## config.mk

```make
export PLATFORM = sky130hd
export DESIGN_NAME = pwrdn_ctrl
export DESIGN_NICKNAME = d
export VERILOG_FILES = /design/src/rtl/pwrdn_pkg.sv /design/src/rtl/pdc_sysreg.sv /design/src/rtl/pdc_settle_timer.sv /design/src/rtl/pdc_seq.sv /design/src/rtl/pwrdn_ctrl.sv
export SDC_FILE = /design/constraint.sdc
export NUM_CORES = 1
export LEC_CHECK = 0
export BUFFER_PORTS_ARGS = -buffer_cell sky130_fd_sc_hd__buf_2
export CORE_UTILIZATION = 54
export CTS_CLUSTER_DIAMETER = 200
export DETAILED_ROUTE_END_ITERATION = 10
export GPL_ROUTABILITY_DRIVEN = 0
export HOLD_SLACK_MARGIN = 0.08
export PLACE_DENSITY = 0.78
export REMOVE_ABC_BUFFERS = 1
export SKIP_CTS_REPAIR_TIMING = 1
export SLEW_MARGIN = 20
export SYNTH_ARGS = -nofsm -noshare
export SYNTH_HDL_FRONTEND = slang
export SYNTH_SLANG_ARGS = --single-unit
```

## constraint.sdc

```tcl
create_clock -name clk -period 3 [get_ports clk]
set_clock_uncertainty 0.2 [all_clocks]
set_input_delay 0.45 -clock clk [delete_from_list [all_inputs] [get_ports clk]]
set_output_delay 0.45 -clock clk [all_outputs]
set_load 0.02 [all_outputs]
```

## src/rtl/pwrdn_pkg.sv

```systemverilog
// Shared types and helpers for the power-down controller.
// Assumes scaled settling lengths stay >= 1 (shift <= 10).
package pwrdn_pkg;

    typedef enum logic [1:0] {
        PM_NORMAL = 2'd0,
        PM_SLEEP  = 2'd1,
        PM_STBY   = 2'd2,
        PM_SETTLE = 2'd3
    } pmode_t;

    localparam int unsigned CODE_W   = 3;
    localparam int unsigned NUM_CODE = 1 << CODE_W;
    localparam int unsigned MAX_LOG  = 18;

    // Settling length in clock cycles for a code, after scaling by 2^shift.
    function automatic int unsigned settle_len(input int unsigned code, input int unsigned shift);
        int unsigned base;
        if (code == 6)
            base = 32'd1 << 10;
        else if (code == 7)
            base = 32'd1 << MAX_LOG;
        else
            base = 32'd1 << (13 + code);
        return base >> shift;
    endfunction

endpackage

```

## src/rtl/pdc_sysreg.sv

```systemverilog
// System control register: standby select, settling code, pin-hold
// select and a sticky illegal-code flag. Unused bits read zero.
// Assumes one write per cycle; a write wins over nothing else.
module pdc_sysreg
    import pwrdn_pkg::*;
#(
    parameter int unsigned DATA_W = 8
) (
    input  logic              clk,
    input  logic              rst_n,
    input  logic              wr,
    input  logic [DATA_W-1:0] wdata,
    output logic              ssel,
    output logic [CODE_W-1:0] code,
    output logic              hold_sel,
    output logic              illegal,
    output logic [DATA_W-1:0] rdata
);
    localparam int unsigned SSEL_BIT = 7;
    localparam int unsigned CODE_LSB = 4;
    localparam int unsigned HOLD_BIT = 1;
    localparam logic [CODE_W-1:0] BAD_CODE = '1;

    // Store the writable fields.
    always_ff @(posedge clk) begin
        if (!rst_n) begin
            ssel     <= 1'b0;
            code     <= '0;
            hold_sel <= 1'b0;
        end else if (wr) begin
            ssel     <= wdata[SSEL_BIT];
            code     <= wdata[CODE_LSB +: CODE_W];
            hold_sel <= wdata[HOLD_BIT];
        end
    end

    // Sticky flag raised when the illegal settling code is stored.
    always_ff @(posedge clk) begin
        if (!rst_n)
            illegal <= 1'b0;
        else if (wr && wdata[CODE_LSB +: CODE_W] == BAD_CODE)
            illegal <= 1'b1;
    end

    // Assemble read data; unused positions stay zero.
    always_comb begin
        rdata                       = '0;
        rdata[SSEL_BIT]             = ssel;
        rdata[CODE_LSB +: CODE_W]   = code;
        rdata[HOLD_BIT]             = hold_sel;
    end

endmodule

```

## src/rtl/pdc_settle_timer.sv

```systemverilog
// Oscillator settling counter. Latches the code at start, counts while
// run is high and pulses done in the last cycle of the selected length.
// Assumes start and run are never high together.
module pdc_settle_timer
    import pwrdn_pkg::*;
#(
    parameter int unsigned WAIT_SHIFT = 0
) (
    input  logic              clk,
    input  logic              rst_n,
    input  logic              start,
    input  logic              run,
    input  logic [CODE_W-1:0] code,
    output logic              done
);
    localparam int unsigned CNT_W = MAX_LOG - WAIT_SHIFT;

    logic [CNT_W-1:0] term_tab [NUM_CODE];
    logic [CNT_W-1:0] cnt;
    logic [CODE_W-1:0] code_q;

    // Terminal count per code, computed from the length function.
    for (genvar g = 0; g < NUM_CODE; g++) begin : g_term
        assign term_tab[g] = CNT_W'(settle_len(g, WAIT_SHIFT) - 1);
    end

    // Latch the code at the wake edge so later writes do not disturb the wait.
    always_ff @(posedge clk) begin
        if (!rst_n)
            code_q <= '0;
        else if (start)
            code_q <= code;
    end

    // Count settling cycles; clear on start, on completion and on reset.
    always_ff @(posedge clk) begin
        if (!rst_n || start)
            cnt <= '0;
        else if (run)
            cnt <= done ? '0 : cnt + 1'b1;
    end

    // Last-cycle pulse.
    assign done = run && (cnt == term_tab[code_q]);

endmodule

```

## src/rtl/pdc_seq.sv

```systemverilog
// Mode sequencer: normal, sleep, standby and settling.
// Assumes sleep_req is a single-cycle pulse from the instruction decoder.
module pdc_seq
    import pwrdn_pkg::*;
(
    input  logic   clk,
    input  logic   rst_n,
    input  logic   sleep_req,
    input  logic   irq_any,
    input  logic   irq_ext,
    input  logic   ssel,
    input  logic   done,
    output pmode_t state,
    output logic   start
);
    pmode_t state_nx;

    // Next-state choice.
    always_comb begin
        state_nx = state;
        unique case (state)
            PM_NORMAL: if (sleep_req) state_nx = ssel ? PM_STBY : PM_SLEEP;
            PM_SLEEP:  if (irq_any || irq_ext) state_nx = PM_NORMAL;
            PM_STBY:   if (irq_ext) state_nx = PM_SETTLE;
            PM_SETTLE: if (done) state_nx = PM_NORMAL;
            default:   state_nx = PM_NORMAL;
        endcase
    end

    // State register.
    always_ff @(posedge clk) begin
        if (!rst_n)
            state <= PM_NORMAL;
        else
            state <= state_nx;
    end

    // Wake edge from standby starts the settling timer.
    assign start = (state == PM_STBY) && irq_ext;

endmodule

```

## src/rtl/pwrdn_ctrl.sv

```systemverilog
// Power-down controller top: register, sequencer, settling timer and
// output decode for clock enables and pin parking controls.
// Assumes WAIT_SHIFT <= 10 so every scaled length is at least one cycle.
module pwrdn_ctrl
    import pwrdn_pkg::*;
#(
    parameter int unsigned DATA_W     = 8,
    parameter int unsigned WAIT_SHIFT = 0
) (
    input  logic              clk,
    input  logic              rst_n,
    input  logic              reg_wr,
    input  logic [DATA_W-1:0] reg_wdata,
    output logic [DATA_W-1:0] reg_rdata,
    input  logic              sleep_req,
    input  logic              irq_any,
    input  logic              irq_ext,
    output logic              cpu_clk_en,
    output logic              per_clk_en,
    output logic [1:0]        mode,
    output logic              settle_done,
    output logic              illegal_cfg,
    output logic              pins_hiz,
    output logic              addr_hold,
    output logic              strobes_high
);
    logic              ssel;
    logic [CODE_W-1:0] code;
    logic              hold_sel;
    logic              start;
    logic              done;
    pmode_t            state;
    logic              parked;

    pdc_sysreg #(.DATA_W(DATA_W)) u_reg (
        .clk      (clk),
        .rst_n    (rst_n),
        .wr       (reg_wr),
        .wdata    (reg_wdata),
        .ssel     (ssel),
        .code     (code),
        .hold_sel (hold_sel),
        .illegal  (illegal_cfg),
        .rdata    (reg_rdata)
    );

    pdc_seq u_seq (
        .clk       (clk),
        .rst_n     (rst_n),
        .sleep_req (sleep_req),
        .irq_any   (irq_any),
        .irq_ext   (irq_ext),
        .ssel      (ssel),
        .done      (done),
        .state     (state),
        .start     (start)
    );

    pdc_settle_timer #(.WAIT_SHIFT(WAIT_SHIFT)) u_tmr (
        .clk   (clk),
        .rst_n (rst_n),
        .start (start),
        .run   (state == PM_SETTLE),
        .code  (code),
        .done  (done)
    );

    // Output decode from the sequencer state and pin-hold select.
    always_comb begin
        parked       = (state == PM_STBY) || (state == PM_SETTLE);
        cpu_clk_en   = (state == PM_NORMAL);
        per_clk_en   = (state == PM_NORMAL) || (state == PM_SLEEP);
        pins_hiz     = parked && !hold_sel;
        addr_hold    = parked && hold_sel;
        strobes_high = parked && hold_sel;
        mode         = state;
        settle_done  = done;
    end

endmodule

```

Word-level counts from Yosys, hierarchy flattened
Memories as Yosys holds them, arrays and structs flattened.
Cells that the tools add are included.
{"block": "word_totals", "reg_bits": 29, "latchBits": 0, "ram_bits": 0, "rom_bits": 144, "input_bits": 14, "out_inout_bits": 17, "elab_cells": 42, "memories": 1}
{"memory": "(no name shown)", "depth": 8, "width": 18, "rd": 1, "rd_ports_with_merged_regs": 0, "write_ports": 0, "line_no": "pdc_settle_timer.sv:44", "rtl": "assign done = run && (cnt == term_tab[code_q]);"}
{"block": "op_classes", "addsub": 1, "n_mul": 0, "n_div": 0, "magnitude_cmp": 1, "n_eq_ne": 9, "n_shift": 0, "muxes": 9, "bitwise": 1, "n_reduce_logical": 13}
{"op": "$mux 18", "n": 3}
{"op": "$add 18x1->18 const B", "n": 1}
{"op": "$eq 18x18->1", "n": 1}
{"op": "$mux 2", "n": 5}
{"op": "$pmux 2 s4", "n": 1}
{"op": "$ne 2x2->1 const B", "n": 3}
{"op": "$logic_and 1x1->1", "n": 5}
{"op": "$eq 2x2->1 const B", "n": 2}
{"op": "$ge 4x4->1 const B", "n": 1}
{"op": "$logic_or 1x1->1", "n": 4}
{"op": "$not 3->4", "n": 1}
{"op": "$reduce_and 4->1", "n": 1}
{"op": "$eq 3x3->1 const B", "n": 1}
{"op": "$eq 2x1->1 const B", "n": 1}
{"op": "$logic_not 1->1", "n": 2}
{"op": "$logic_not 2->1", "n": 1}
{"op": "$ne 2x1->1 const B", "n": 1}

Longest topological paths before layout
{"block": "logic_depth", "depth_word": 8, "mapped_depth": 7, "depth_no_buf": 6}

By module
Synthesis repeated with hierarchy kept, for this count alone.
{"block": "unflattened", "hier_cells": 168, "area_unflattened_um2": 1612.8}
{"mod": "pdc_settle_timer", "n_inst": 1, "cells_each": 122, "area_per_inst_um2": 1187.4, "seq_area_each_um2": 420.4}
{"mod": "pdc_sysreg", "n_inst": 1, "cells_each": 28, "area_per_inst_um2": 291.5, "seq_area_each_um2": 120.1}
{"mod": "pdc_seq", "n_inst": 1, "cells_each": 12, "area_per_inst_um2": 98.8, "seq_area_each_um2": 40.0}
{"mod": "pwrdn_ctrl", "n_inst": 1, "cells_each": 6, "area_per_inst_um2": 35.0, "seq_area_each_um2": 0.0}

Worst setup path before layout
Ideal clock, no wire load.
{"block": "synth_timing", "path_kind": "register to output", "start": "register u_tmr.cnt[14]", "end": "output settle_done", "arrival_ps": 1775, "t_required_ps": 2350, "setup_slack_ps": 575, "stages_incl_launch_ff": 7, "path_cell_list": "dfxtp_1 > clkbuf_1 > nor4b_1 > o21ai_0 > a311oi_2 > buf_2 > and2_1"}
{"block": "synth_via", "elab_chain_len": 2}
{"element": "start: declaration", "line_no": "pdc_settle_timer.sv:19", "rtl": "logic [CNT_W-1:0] cnt;"}
{"element": "start signal: assignment", "line_no": "pdc_settle_timer.sv:40", "rtl": "cnt <= done ? '0 : cnt + 1'b1;"}
{"element": "$eq 18x18->1", "line_no": "pdc_settle_timer.sv:44"}
{"element": "$logic_and 1x1->1", "line_no": "pdc_settle_timer.sv:44"}
{"element": "end: declaration", "line_no": "pwrdn_ctrl.sv:21", "rtl": "output logic settle_done,"}
Every way passes these cells.

Worst setup path after layout
{"block": "layout_timing", "start": "register u_tmr.cnt[12]", "end": "output settle_done"}
The elaborated chain is that of the path after synthesis.

==> summary.md <==
| Metric | Value |
|---|---|
| First-pass GRT wire length | 5395 um |
| Period minus WS final | 2.602 ns |
| Crit path required time | 2.35 ns |
| Synth warn | 0 |
| Overall power | 0.7084 mW |
| CTS Buffer Depth | 2 |
| Chip width | 55.73 um |
| Vias in the first global route | 1259 |
| Maxcap violations | 0 |
| Synthesized area | 0.001559 mm2 |
| Initial antenna violation count | 0 |
| Detailed Route Iter0 Violations | 43 |
| ANT cells | 0 |
| Register area share after synthesis | 37.24% |
| Max incr delay on CP | 0.44 ns |
| Slew margin rel. | 51.26% |
| Root buf cell | clkbuf_4 |
| TritonCTS Buffers | 5 |
| Transition time at the pin with the least slew margin | 0.7256 ns |
| Setup TNS | 0 ns |
| CP max stage cell | dfxtp_1 |
| CTS tree | done |
| Ratio of final minimum period to clock period | 86.73% |
| Count leader, synth | dfxtp_1 |
| Crit path buffers/inverters | 1 |
| Crit Path Category | reg -> out |
| Clock slew at reported path FFs | 0.08 ns |
| Final Max Tran Viols | 0 |
| Die footprint | 0.003106 mm2 |
| Synthesis-stage register bit count | 29 |
| Pin count of the biggest net entering global routing | 20 |
| Wirelength, routed | 3180 um |
| Final ANT Viol Nets | 0 |
| Clk sinks | 29 |
| Status | completed |
| Vias | 1377 |
| Final net count | 216 |
| Total GRT Usage | 22.29% |
| Final setup violation count | 0 |
| Final std cells w/o fill | 232 |
| Share of post-route cells with drive strength above 1 | 19.40% |
| Syn Area/Cell | 8.661 um2 |
| Placed wire-length estimate | 2283 um |
| Max Freq | 384.3 MHz |
| Die Ht | 55.73 um |
| CP Max Fanout | 6 |
| RSZ-0062 raised after global routing | no |
| WL per Instance | 13.71 um |
| EDFF count, synth | 0 |
| CP most frequent cell | and2_1 |
| Post-Place Cells | 225 |
| Setup crit start kind | flip-flop |
| Maximum vdd ir drop | 0.3172 mV |
| Initial DRT Pass Iterations | 4 |
| Top FF cell, synth | dfxtp_1 |
| Arrival @ worst endpoint | 1.95 ns |
| Initial Utilization | 57.03% |
| Static leakage | 0.6680 nW |
| CP Cell Sequence | and2_1, mux2i_1, o41a_1, a311oi_2, and2_1, buf_2 |
| Crit path capture type | output port |
| Commonest cells in the netlist | dfxtp_1 (29), nor2_1 (15), nand2_1 (13) |
| Final Hold Viols | 0 |
| Cell taking the most area after synthesis | dfxtp_1 |
| Synth cell types | 44 |
| Ports | 31 |
| Synth top area cells | dfxtp_1 (37%), mux2i_1 (5.8%), xor2_1 (5.1%) |
| Post-Synthesis Cells | 180 |
| CTS H-tree depth | 2 |
| Top delay family on crit path | compound AO/OA/AOI/OAI gates |
| Grt total ovfl | 0 |
| Tightest Hold Check Type | in -> reg |
| Synth top area share | 37.24% |
| Core ar. | 0.002734 mm2 |
| Ys async rst share | 0% |
| Layout overhead on the synthesized area | 10.11% |
| Vias/cell | 5.935 |
| Floorplan row count | 19 |
| Port bufs | 24 |
| # DRC | 0 |
| Pwr dens | 412.6 mW/mm2 |
| Worst-Skew Late Latency | 0.33 ns |
-- cell type report --
class,count,area (um2)
sequential,29,580.6
tap,31,38.79
inverter,3,11.26
multi-input combinational,136,895.9
clock buffer,7,55.05
timing repair buffer,26,135.1
fill,234,1017
-- worst paths after layout --
path                            cells after the start  slack (ns)          start             end
worst max-delay path                                6        0.40  u_tmr.cnt[12]     settle_done
worst min register to register                      2        0.31  u_reg.illegal   u_reg.illegal
worst max register to register                      6        0.68   u_tmr.cnt[0]   u_tmr.cnt[16]
worst min-delay path                                3        0.18   reg_wdata[1]  u_reg.hold_sel
-- worst register-to-register path, cell delays in order (launching register included) --
cell and delay, ns:
dfxtp_1 0.41, ha_1 0.26, nand4_2 0.17, or4_4 0.56, or2_0 0.23, or3_1 0.33, o21ai_2 0.11
-- stage by stage --
| step | utilization [%] | hold WS (ns) | setup slack (ns) | instance area, um2 |
|---|---|---|---|---|
| 6_report | 62.79 | 0.1798 | 0.3982 | 1717 |
| 5_1_grt | 62.79 | 0.2047 | 0.2624 | 1717 |
| 4_1_cts | 62.79 | 0.1798 | 0.3862 | 1717 |
| 3_5_place_dp | 60.78 | 0.2941 | 0.7021 | 1662 |
| 3_3_place_gp | 60.78 | 0.2772 | 0.7659 | 1662 |
| 2_1_floorplan | - | 0.2797 | 0.4855 | 1488 |
-- power by group --
group          switching, mW  internal (mW)  leakage [nW]  total, mW
clock network          0.134          0.110        0.0314      0.244
logic                 0.0390         0.0240         0.402     0.0631
registers            0.00959          0.392         0.235      0.401
-- cell families after synthesis --
family          after synthesis  share of synthesized area [%]
compound gates               29                          13.64
xor+xnor                     14                          7.865
fa+ha+maj                     1                         0.8024
buf+inv                      17                          5.778
flops                        29                          37.24
mux                          10                          6.501
other cells                   1                         0.2405
simple gates                 79                          27.93
-- layout by cell type, fill, tap and decap left out, types with 2 or more instances in the layout --
| cell | instances |
|---|---|
| or3_1 | 2 |
| nor4_1 | 2 |
| buf_4 | 2 |
| clkbuf_4 | 5 |
| buf_2 | 24 |
| mux2i_1 | 9 |
| and3_1 | 3 |
| nand3_1 | 7 |
| nand4_1 | 5 |
| nand2_1 | 13 |
| and2_1 | 5 |
| dfxtp_1 | 29 |
| nor3_1 | 5 |
| a41oi_1 | 2 |
| a211oi_1 | 8 |
| nor4b_1 | 2 |
| nand3b_1 | 3 |
| a31oi_1 | 3 |
| nor2b_1 | 10 |
| nor2_1 | 15 |
| xnor2_1 | 5 |
| o21ai_0 | 6 |
| conb_1 | 3 |
| xor2_1 | 9 |
| inv_1 | 3 |
-- sequential cells by signal, summed over array words and instances (netlist names) --
register        flops
u_tmr.cnt          18
u_reg.code          3
u_tmr.code_q        3
u_seq.state         2
u_reg.hold_sel      1
u_reg.illegal       1
u_reg.ssel          1
-- per-layer routing --
metal / wire length (um) / GRT usage (%)
met1: 1427 / 26.78
met2: 1532 / 36.83
met3: 165 / 6.977
met5: 0 / 0
met4: 55 / 9.286
(Power assumes the default switching activity.)
